===== src/rtl/uart_fifo_pkg.sv =====
`timescale 1ns/1ps
// Shared types for the UART queue pair.
package uart_fifo_pkg;

    // Stored control fields; the command bits (clears) are not stored.
    typedef struct packed {
        logic [1:0] trig;   // receive threshold code
        logic       deep;   // 1 = deep depth, 0 = shallow depth
        logic       rsv;    // spare bit, stored only
        logic       dma;    // burst handshake mode
        logic       en;     // queueing enabled
    } fifo_cfg_t;

endpackage


===== src/rtl/uart_fifo_ctl.sv =====
`timescale 1ns/1ps
// Control register for the queue pair.
// Stores the mode fields, turns bits 1 and 2 into one-cycle clear commands,
// and flushes both queues when the enable or depth bit changes.
// Assumes writes are single-cycle strobes.
module uart_fifo_ctl
    import uart_fifo_pkg::*;
(
    input  logic       clk,
    input  logic       rst_n,
    input  logic       we,
    input  logic [7:0] wdata,
    output fifo_cfg_t  cfg,
    output logic       rx_clr,
    output logic       tx_clr,
    output logic [7:0] rdata
);

    logic regime_change;

    // Detect a write that alters the storage regime (enable or depth).
    always_comb begin
        regime_change = we && ((wdata[0] != cfg.en) || (wdata[5] != cfg.deep));
        rx_clr        = (we && wdata[1]) || regime_change;
        tx_clr        = (we && wdata[2]) || regime_change;
        rdata         = {cfg.trig, cfg.deep, cfg.rsv, cfg.dma, 2'b00, cfg.en};
    end

    // Capture the stored fields on a write.
    always_ff @(posedge clk) begin
        if (!rst_n) begin
            cfg <= '0;
        end else if (we) begin
            cfg.trig <= wdata[7:6];
            cfg.deep <= wdata[5];
            cfg.rsv  <= wdata[4];
            cfg.dma  <= wdata[3];
            cfg.en   <= wdata[0];
        end
    end

    // a regime change must flush both directions together.
    a_r7_flush_both: assert property (@(posedge clk) disable iff (!rst_n)
        (we && (wdata[0] != cfg.en)) |-> (rx_clr && tx_clr));

endmodule


===== src/rtl/uart_sync_fifo.sv =====
`timescale 1ns/1ps
// Single-clock queue with a run-time capacity limit.
// Storage is DEPTH entries; cap (1..DEPTH) limits occupancy. Pops register
// the head byte onto rdata; an empty pop leaves rdata alone. clr empties the
// queue on the edge it is seen and wins over a push.
// Assumes DEPTH is a power of two and cap changes only together with clr.
module uart_sync_fifo #(
    parameter int DATA_W = 8,
    parameter int DEPTH  = 64,
    localparam int AW    = $clog2(DEPTH),
    localparam int CNT_W = $clog2(DEPTH + 1)
) (
    input  logic              clk,
    input  logic              rst_n,
    input  logic              clr,
    input  logic [CNT_W-1:0]  cap,
    input  logic              push,
    input  logic [DATA_W-1:0] wdata,
    input  logic              pop,
    output logic [DATA_W-1:0] rdata,
    output logic [CNT_W-1:0]  count,
    output logic              full,
    output logic              empty
);

    logic [DATA_W-1:0] mem [DEPTH];
    logic [AW-1:0]     wr_ptr, rd_ptr;
    logic              do_push, do_pop;

    // Decode accepted operations against the current occupancy.
    always_comb begin
        full    = (count >= cap);
        empty   = (count == '0);
        do_push = push && !full && !clr;
        do_pop  = pop && !empty;
    end

    // Write the storage array.
    always_ff @(posedge clk) begin
        if (do_push) mem[wr_ptr] <= wdata;
    end

    // Advance pointers and occupancy; clear resets both.
    always_ff @(posedge clk) begin
        if (!rst_n || clr) begin
            wr_ptr <= '0;
            rd_ptr <= '0;
            count  <= '0;
        end else begin
            if (do_push) wr_ptr <= wr_ptr + AW'(1);
            if (do_pop)  rd_ptr <= rd_ptr + AW'(1);
            count <= count + CNT_W'(do_push) - CNT_W'(do_pop);
        end
    end

    // Register the popped byte.
    always_ff @(posedge clk) begin
        if (!rst_n)      rdata <= '0;
        else if (do_pop) rdata <= mem[rd_ptr];
    end

    // occupancy never exceeds the selected capacity.
    a_r2_count_within_cap: assert property (@(posedge clk) disable iff (!rst_n)
        count <= cap);

    // with no operation the occupancy holds.
    a_r2_idle_holds_count: assert property (@(posedge clk) disable iff (!rst_n)
        (!push && !pop && !clr) |=> $stable(count));

    // a clear leaves the queue empty.
    a_r5_clear_empties: assert property (@(posedge clk) disable iff (!rst_n)
        clr |=> (count == '0));

    // popping an empty queue keeps the output byte.
    a_r4_empty_pop_keeps: assert property (@(posedge clk) disable iff (!rst_n)
        (pop && empty && !push && !clr) |=> ($stable(rdata) && count == '0));

endmodule


===== src/rtl/uart_ready_gen.sv =====
`timescale 1ns/1ps
// Receive threshold and DMA ready outputs.
// Simple mode: ready outputs follow the empty flags. Burst mode: transmit
// ready latches on full until empty; receive ready latches low on threshold
// or time-out until empty.
// Assumes rx_timeout is only meaningful while the receive queue holds data.
module uart_ready_gen
    import uart_fifo_pkg::*;
#(
    parameter int SHALLOW = 16,
    parameter int DEEP    = 64,
    localparam int CNT_W  = $clog2(DEEP + 1)
) (
    input  logic             clk,
    input  logic             rst_n,
    input  fifo_cfg_t        cfg,
    input  logic             tx_full,
    input  logic             tx_empty,
    input  logic [CNT_W-1:0] rx_count,
    input  logic             rx_empty,
    input  logic             rx_timeout,
    output logic             rx_trig,
    output logic             txrdy,
    output logic             rxrdy
);

    localparam logic [CNT_W-1:0] LV_ONE = CNT_W'(1);
    localparam logic [CNT_W-1:0] LV_S1  = CNT_W'(SHALLOW / 4);
    localparam logic [CNT_W-1:0] LV_S2  = CNT_W'(SHALLOW / 2);
    localparam logic [CNT_W-1:0] LV_S3  = CNT_W'(SHALLOW - 2);
    localparam logic [CNT_W-1:0] LV_D1  = CNT_W'(DEEP / 4);
    localparam logic [CNT_W-1:0] LV_D2  = CNT_W'(DEEP / 2);
    localparam logic [CNT_W-1:0] LV_D3  = CNT_W'(DEEP - 8);

    logic [CNT_W-1:0] level;
    logic             burst;
    logic             tx_hold_q, rx_act_q;
    logic             tx_set, rx_set;

    // Pick the threshold from depth and code.
    always_comb begin
        if (!cfg.en) begin
            level = LV_ONE;
        end else begin
            case ({cfg.deep, cfg.trig})
                3'b001:  level = LV_S1;
                3'b010:  level = LV_S2;
                3'b011:  level = LV_S3;
                3'b101:  level = LV_D1;
                3'b110:  level = LV_D2;
                3'b111:  level = LV_D3;
                default: level = LV_ONE;
            endcase
        end
    end

    // Form the ready outputs from live flags plus the latched state.
    always_comb begin
        burst   = cfg.en && cfg.dma;
        rx_trig = (rx_count >= level);
        tx_set  = (tx_hold_q || tx_full) && !tx_empty;
        rx_set  = (rx_act_q || rx_trig || rx_timeout) && !rx_empty;
        txrdy   = burst ? tx_set  : !tx_empty;
        rxrdy   = burst ? !rx_set : rx_empty;
    end

    // Hold the hysteresis state while in burst mode.
    always_ff @(posedge clk) begin
        if (!rst_n) begin
            tx_hold_q <= 1'b0;
            rx_act_q  <= 1'b0;
        end else begin
            tx_hold_q <= burst && tx_set;
            rx_act_q  <= burst && rx_set;
        end
    end

    // once asserted in burst mode, transmit ready holds until empty.
    a_r11_tx_hold: assert property (@(posedge clk) disable iff (!rst_n)
        (burst && $past(burst) && $past(txrdy) && !tx_empty) |-> txrdy);

    // once dropped in burst mode, receive ready stays low until empty.
    a_r12_rx_hold: assert property (@(posedge clk) disable iff (!rst_n)
        (burst && $past(burst) && !$past(rxrdy) && !rx_empty) |-> !rxrdy);

    // an empty receive queue always releases receive ready.
    a_r12_empty_releases: assert property (@(posedge clk) disable iff (!rst_n)
        (rx_empty && !rx_act_q) |-> rxrdy);

endmodule


===== src/rtl/uart_fifo_pair.sv =====
`timescale 1ns/1ps
// Top level: transmit and receive queues for a UART, control register,
// threshold and DMA ready logic, and the receive overrun pulse.
// Assumes one clock domain and a synchronous active-low reset.
module uart_fifo_pair
    import uart_fifo_pkg::*;
#(
    parameter int DATA_W        = 8,
    parameter int SHALLOW_DEPTH = 16,
    parameter int DEEP_DEPTH    = 64
) (
    input  logic                             clk,
    input  logic                             rst_n,
    input  logic                             ctl_we,
    input  logic [7:0]                       ctl_wdata,
    output logic [7:0]                       ctl_rdata,
    input  logic                             tx_push,
    input  logic [DATA_W-1:0]                tx_wdata,
    input  logic                             tx_pop,
    output logic [DATA_W-1:0]                tx_rdata,
    output logic [$clog2(DEEP_DEPTH+1)-1:0]  tx_count,
    output logic                             tx_full,
    output logic                             tx_empty,
    input  logic                             rx_push,
    input  logic [DATA_W-1:0]                rx_wdata,
    input  logic                             rx_pop,
    output logic [DATA_W-1:0]                rx_rdata,
    output logic [$clog2(DEEP_DEPTH+1)-1:0]  rx_count,
    output logic                             rx_full,
    output logic                             rx_empty,
    input  logic                             rx_timeout,
    output logic                             rx_trig,
    output logic                             rx_overrun,
    output logic                             txrdy,
    output logic                             rxrdy
);

    localparam int CNT_W = $clog2(DEEP_DEPTH + 1);

    fifo_cfg_t        cfg;
    logic             rx_clr, tx_clr;
    logic [CNT_W-1:0] cap;

    uart_fifo_ctl u_ctl (
        .clk    (clk),
        .rst_n  (rst_n),
        .we     (ctl_we),
        .wdata  (ctl_wdata),
        .cfg    (cfg),
        .rx_clr (rx_clr),
        .tx_clr (tx_clr),
        .rdata  (ctl_rdata)
    );

    // Capacity shared by both queues.
    always_comb begin
        if (!cfg.en)      cap = CNT_W'(1);
        else if (cfg.deep) cap = CNT_W'(DEEP_DEPTH);
        else               cap = CNT_W'(SHALLOW_DEPTH);
    end

    uart_sync_fifo #(.DATA_W(DATA_W), .DEPTH(DEEP_DEPTH)) u_txq (
        .clk   (clk),
        .rst_n (rst_n),
        .clr   (tx_clr),
        .cap   (cap),
        .push  (tx_push),
        .wdata (tx_wdata),
        .pop   (tx_pop),
        .rdata (tx_rdata),
        .count (tx_count),
        .full  (tx_full),
        .empty (tx_empty)
    );

    uart_sync_fifo #(.DATA_W(DATA_W), .DEPTH(DEEP_DEPTH)) u_rxq (
        .clk   (clk),
        .rst_n (rst_n),
        .clr   (rx_clr),
        .cap   (cap),
        .push  (rx_push),
        .wdata (rx_wdata),
        .pop   (rx_pop),
        .rdata (rx_rdata),
        .count (rx_count),
        .full  (rx_full),
        .empty (rx_empty)
    );

    uart_ready_gen #(.SHALLOW(SHALLOW_DEPTH), .DEEP(DEEP_DEPTH)) u_rdy (
        .clk        (clk),
        .rst_n      (rst_n),
        .cfg        (cfg),
        .tx_full    (tx_full),
        .tx_empty   (tx_empty),
        .rx_count   (rx_count),
        .rx_empty   (rx_empty),
        .rx_timeout (rx_timeout),
        .rx_trig    (rx_trig),
        .txrdy      (txrdy),
        .rxrdy      (rxrdy)
    );

    // Flag a receive push that was dropped for lack of room.
    always_ff @(posedge clk) begin
        if (!rst_n) rx_overrun <= 1'b0;
        else        rx_overrun <= rx_push && rx_full && !rx_clr;
    end

    // an overrun pulse follows a push into a queue at capacity.
    a_r13_overrun_cause: assert property (@(posedge clk) disable iff (!rst_n)
        rx_overrun |-> ($past(rx_push) && $past(rx_count) == $past(cap)));

endmodule


===== config.mk =====
export PLATFORM = sky130hd
export DESIGN_NAME = uart_fifo_pair
export DESIGN_NICKNAME = d
export VERILOG_FILES = /design/src/rtl/uart_fifo_pkg.sv /design/src/rtl/uart_fifo_ctl.sv /design/src/rtl/uart_sync_fifo.sv /design/src/rtl/uart_ready_gen.sv /design/src/rtl/uart_fifo_pair.sv
export SDC_FILE = /design/constraint.sdc
export NUM_CORES = 1
export LEC_CHECK = 0
export BUFFER_PORTS_ARGS = -buffer_cell sky130_fd_sc_hd__buf_4
export CORE_ASPECT_RATIO = 1.2
export CORE_MARGIN = 3
export CORE_UTILIZATION = 40
export CTS_CLUSTER_DIAMETER = 120
export CTS_CLUSTER_SIZE = 24
export DETAILED_ROUTE_END_ITERATION = 8
export SLEW_MARGIN = 20
export SYNTH_ARGS = -nofsm -noshare
export SYNTH_HDL_FRONTEND = slang
export SYNTH_SLANG_ARGS = --single-unit

===== constraint.sdc =====
create_clock -name clk -period 4.64 [get_ports clk]
set_input_delay 0 -clock clk [delete_from_list [all_inputs] [get_ports clk]]
set_output_delay 0 -clock clk [all_outputs]
set_load 0.005 [all_outputs]

==> flow_summary_export.csv, run 1 <==
group,metric,value,unit
run,drv_cap,0,
die,start_util,40.3,%
clock_network,clk_latency,680,ps
clock_network,cts_buffers,51,
clock_network,cts.sinks,1087,
drt,vias_per_cell,5.63,
logic_synthesis,yosys.area_share.adder,1.14,%
logic_synthesis,synth-simple-area-share,4.38,%
global_route,grt_pass1_wl,150000,um
worst_setup_path,worstPathRequired,4910,ps
clock_network,htree_num_levels,2,
sta,final_max_slew_viol_count,0,
logic_synthesis,async_flop_share,0,%
worst_setup_path,crit_fanout,18,
clock_network,cts_root_buffer,"clkbuf_16",
drt,wl_met3,4250,um
finish,final_nets,2541,
logic_synthesis,synth_cell_types,64,
sta,skew,51.9,ps
global_route,grt_pass1_vias,22900,
power,p_leak,0.0143,uW
drt,wl_met2,53000,um
worst_setup_path,cp-start-kind,"flip-flop",
drt,wl_per_cell,25.9,um
logic_synthesis,ys_ff_latch,1087,
global_route,grt_usage,18.0,%
place,gp_congestion,0.868,
power,power,19400,uW
logic_synthesis,synth_xor_area_share,0.611,%
logic_synthesis,muxShareOfSynthArea,12.8,%
drt,met1_length,40500,um
worst_hold_path,min_path_type,"in -> reg",
place,pre_cts_ws,573,ps
sta,finalWorstSetupSlack,548,ps
sta,max_clock_freq,244,MHz
finish,num_antenna_cells,0,
finish,nFillCells,9088,
clock_network,cts_buffer_depth,3,
logic_synthesis,synthFlopType,"edfxtp_1",
sta,slew_headroom,29.8,%
worst_setup_path,r2r_slack,550,ps
global_route,antenna_found_initial,0,
drt,drtAntennaViolNets,0,
global_route,grt_start_max_net_pins,75,
run_status,status,"complete, no violations",
power,vdd_ir_drop_max,0.000370,V
sta,finalHoldViolations,0,
sta,rsz0062_at_grt,"no",
logic_synthesis,avgSynthCellArea,18.4,um^2
worst_setup_path,end_kind,"flip-flop",
logic_synthesis,synth_compound_area_share,4.89,%
die,rows,131,
clock_network,cts_resized,0,
sta,setup-tns-final,0,ps
logic_synthesis,synth-edff-count,1024,
sta,period_minus_slack,4090,ps
die,core,0.107,mm^2
finish,drive_gt1_share,17.7,%
drt,drc_errors,0,
drt,first_iter_violations,1794,
logic_synthesis,synth_top_family_by_area,"multiplexers",
worst_setup_path,criticalPathCategory,"reg -> reg",
drt,num_vias,22000,
die,die_h,365,um
drt,highest_layer,"met4",
finish,syn2layout_area_growth,10.4,%
worst_setup_path,crit_arrival,4360,ps
die,pin_count,78,
die,fp.dieW,305,um
place,io_buffers,75,
logic_synthesis,yosys_warnings,0,
sta,worst_pin_slew,1050,ps
clock_network,cts.clk_slew.worst_paths,100,ps
die,fp.dieArea,0.111,mm^2
sta,finalSetupViolCount,0,
logic_synthesis,syn_area,0.0430,mm^2
place,dp_hpwl,64100,um
sta,finalCritPeriodShare,88.2,%
drt,routed_wl,101000,um
drt,dr.pass1.iters,5,
logic_synthesis,ys_seq_area_share,74.5,%
logic_synthesis,synthCells,2336,
global_route,grt-ovfl-total,0,
power,powerDensity,409,mW/mm^2
clock_network,cts_tree,"done",
## layout make-up
type | count | area (um^2) | share of cell area [%]
clock buffer | 92 | 1450 | 3.06
clock inverter | 4 | 71.3 | 0.150
inverter | 27 | 101 | 0.214
multi-input combinational | 1084 | 10300 | 21.6
sequential | 1087 | 32000 | 67.5
tap | 1396 | 1750 | 3.68
timing repair buffer | 220 | 1790 | 3.78
## repair_timing
action | CTS | global route
buffers inserted | 0 | 0
hold buffers | 47 | 0
setup endpoints to repair | 0 | 0
endpoints found under the hold margin | 893 | 0
## cells in the final DEF, fill, tap and decap left out, types with 47 or more instances in the layout
cell | Yosys | routed
edfxtp_1 | 1024 | 1024
dfxtp_1 | 63 | 57
nor2_1 | 146 | 144
mux4_2 | 171 | 171
mux2i_1 | 156 | 156
clkbuf_16 | 0 | 52
dlygate4sd3_1 | 0 | 47
buf_4 | 17 | 171
a21oi_1 | 61 | 61
## per-stage QoR
stage                     std cells  util, %  hold slack, ps  area, um^2
after floorplan                2337        -            98.9       43000
after global placement         3767     42.7             256       45500
after detailed placement       3767     42.7             270       45500
after CTS                      3910     44.5             200       47500
after global routing           3910     44.5             255       47500
final                          3910     44.5             235       47500
## power breakdown
part           switching, uW  leakage (uW)  internal (uW)
Sequential               230       0.00972          10900
Clock                   2950      0.000717           2160
Combinational           1690       0.00383           1490
Total                   4870        0.0143          14500
## worst paths after layout
path / startpoint / to / depth (start not counted)
worst max-delay path: u_ctl.cfg[0] / u_rxq.mem[4][4] / 8
worst min-delay path: ctl_we / u_txq.wr_ptr[2] / 7
worst max register to register: u_ctl.cfg[0] / u_rxq.mem[4][4] / 8
worst min register to register: u_rxq.rdata[7] / u_rxq.rdata[7] / 1
## Yosys cell counts, types with 26 or more instances
cell	number	share of area (%)
nand3_1	40	0.47
mux4_2	171	9.0
o21ai_0	28	0.33
inv_1	27	0.24
ha_1	36	1.0
a21oi_1	61	0.71
nor3_1	42	0.49
o22ai_1	42	0.61
edfxtp_1	1024	72
clkbuf_1	80	0.70
nand2_1	36	0.31
mux2i_1	156	3.6
dfxtp_1	63	2.9
a22oi_1	39	0.68
nor2b_1	26	0.38
a211oi_1	34	0.59
nor2_1	146	1.3
## cells by family (layout without fill, tap and decap cells)
kind of cell	Yosys count	after routing
AOI/OAI and AO/OA	301	301
buffers and inverters	166	343
muxes	335	335
and+or+nand+nor	378	378
other	1	2
DFF	1087	1087
adders and majority gates	38	38
xor gates and xnor gates	30	30
## registers in the layout, indices dropped and copies added, names as in the netlist
| register | count |
|---|---|
| u_txq.rd_ptr | 6 |
| rx_overrun | 1 |
| u_txq.wr_ptr | 6 |
| u_rdy.tx_hold_q | 1 |
| u_rxq.rdata | 8 |
| u_txq.count | 7 |
| u_rxq.mem | 512 |
| u_txq.mem | 512 |
| u_ctl.cfg | 6 |
| u_txq.rdata | 8 |
| u_rxq.count | 7 |
| u_rxq.rd_ptr | 6 |
| u_rdy.rx_act_q | 1 |
| u_rxq.wr_ptr | 6 |
## critical path: stages (launching register included)
cell and delay [ps]:
dfxtp_1 620, nand2_1 180, ha_1 240, or4b_4 560, a2111oi_4 340, or2_1 330, nand3b_4 280, or3_1 620
nor2_1 540
## routing by layer
layer | track usage (%) | vias to the layer above
met5 | 0 | -
met4 | 6.12 | 0
met3 | 1.87 | 160
met2 | 32.8 | 656
met1 | 22.4 | 11500
li1 | - | 9663
No activity file was read; power rests on OpenSTA's default activity.
==> inputs of run 2 (changes only) <==
clock period = 3.4 ns   (was 4.64 ns; I/O delays follow)
==> run 2 against run 1 <==
  * Register-to-register slack worse by 410 ps
  * Cell area up 2.2%
  * Global-route usage up 0.45 points
  * Sequential share of layout area down 1.4 points
  * Power up 38%
  * Clock power up 38%
  * Routed wire length up 2.1%
  * Clock skew down 13 ps
  * Largest cell class unchanged
==> flow_summary_export.csv, run 2 (synthesis gave the netlist of run 1 again) <==
group,metric,value,unit
run_status,status,"complete, no violations",
power,p_leak,0.0149,uW
drt,wl_per_cell,25.7,um
clock_network,clk_latency,660,ps
finish,syn2layout_area_growth,12.8,%
global_route,grt_pass1_wl,154000,um
die,die_h,365,um
power,swShare,25.2,%
drt,routed_wl,103000,um
power,vdd_ir_drop_max,0.000361,V
place,dp_cells,3883,
sta,finalHoldViolations,0,
drt,num_vias,22500,
sta,max_clock_freq,306,MHz
clock_network,cts_tree,"done",
clock_network,cts_root_buffer,"clkbuf_16",
finish,layout_common_cells,"edfxtp_1, buf_4, mux4_2",
finish,num_antenna_cells,0,
drt,vias_per_cell,5.60,
worst_setup_path,crit_fanout,17,
power,p_comb_share,17.5,%
worst_setup_path,criticalPathCategory,"reg -> reg",
sta,worst_pin_slew,1060,ps
clock_network,cts_setup_buffers,0,
finish,drive_gt1_share,21.8,%
place,gp_congestion,0.893,
finish,final_common_cell,"edfxtp_1",
drt,drtAntennaViolNets,0,
die,core,0.107,mm^2
worst_setup_path,worstPathRequired,3950,ps
global_route,grt-ovfl-total,0,
finish,final_nets,2657,
sta,skew,39.4,ps
global_route,grt_usage,18.4,%
power,clock_power_share,26.2,%
drt,first_iter_violations,1943,
drt,dr.pass1.iters,7,
global_route,grt_pass1_vias,23200,
sta,period_minus_slack,3270,ps
place,io_buffers,75,
die,rows,131,
worst_setup_path,cp-start-kind,"flip-flop",
die,fp.dieArea,0.111,mm^2
die,fp.dieW,305,um
clock_network,htree_num_levels,2,
sta,finalSetupViolCount,0,
global_route,antenna_found_initial,0,
power,switchingPower,6760,uW
worst_setup_path,end_kind,"flip-flop",
global_route,grt_start_max_net_pins,65,
die,start_util,40.3,%
place,dp_hpwl,67400,um
clock_network,cts.clk_slew.worst_paths,100,ps
sta,final_max_slew_viol_count,0,
finish,layout.cells.non_filler,4019,
drt,drc_errors,0,
run,drv_cap,0,
sta,finalCritPeriodShare,96.1,%
power,pwr-share-seq,56.3,%
die,pin_count,78,
sta,slew_headroom,28.9,%
clock_network,cts.sinks,1087,
finish,reg_top3,"u_rxq.mem x512, u_txq.mem x512",
sta,setup-tns-final,0,ps
clock_network,cts_buffer_depth,3,
worst_hold_path,min_path_type,"in -> reg",
power,powerDensity,554,mW/mm^2
clock_network,cts_buffers,52,
worst_setup_path,crit_arrival,3820,ps
power,internal-power,20100,uW
[run 2: changes by cell type in the layout (fill, tap and decap cells not counted), sizes merged]
cell,previous run,this run
buf,173,289
clkbuf,92,84
inv,29,32
clkinvlp,1,0
dlygate4sd3,47,46
[run 2: path summary, 6_finish.rpt]
| kind | startpoint | end | slack [ps] | cells after the start |
|---|---|---|---|---|
| setup reg to reg | u_rxq.rd_ptr[3] | u_rxq.rdata[0] | 130 | 7 |
| hold reg to reg | u_rxq.rdata[1] | u_rxq.rdata[1] | 520 | 1 |
| setup / recovery | u_rxq.rd_ptr[3] | u_rxq.rdata[0] | 130 | 7 |
| hold / removal | ctl_we | u_rxq.count[0] | 120 | 5 |
[run 2: power groups by stage]
stage | logic (uW) | registers (uW) | clock network, uW
detailed placement | 4630 | 15400 | 0
finish | 4700 | 15100 | 7030
floorplan | 2980 | 15300 | 0
global route | 5080 | 15100 | 7700
CTS | 4700 | 15100 | 7240
global placement | 4570 | 15400 | 0
[run 2: area by class of cell]
class                           count  area [um^2]
Inverter                           27          101
Fill cell                        9009        58100
Multi-Input combinational cell   1084        10300
Clock inverter                      6         90.1
Tap cell                         1396         1750
Timing Repair Buffer              335         2720
Clock buffer                       84         1440
Sequential cell                  1087        32000
[run 2: repair_timing]
item,4_1_cts,5_1_grt
gates resized for setup,2,25
endpoints found under the hold margin,994,0
hold buffers,46,0
setup endpoints to repair,69,189
pin swaps,0,5
[run 2: layer usage]
metal	wire [um]	up-vias	part of all wire (%)	GRT usage (%)
met4	3090	0	3.0	5.54
met2	55200	631	53	34.1
met5	0	-	0	0
met3	4730	163	4.6	2.24
met1	40400	11800	39	22.6
li1	-	9887	-	-
[run 2: metrics by stage]
step	setup WS (ps)	hold WS [ps]	utilization (%)	total power (uW)	instance area, um^2
floorplan	-53.6	98.9	-	18300	43000
global placement	49.1	257	43.5	20000	46400
detailed placement	-52.0	264	43.5	20100	46400
CTS	-65.3	58.7	45.4	27100	48400
global route	-2.71	94.4	45.5	27900	48500
finish	134	124	45.5	26800	48500
[run 2: worst max-delay path, cell delays in order (launching register included)]
cell       delay (ps)
dfxtp_1           880
nor2b_1           310
buf_4             300
a22o_1            230
a2111oi_0         800
buf_4             230
a211oi_1           70
a221o_1           310
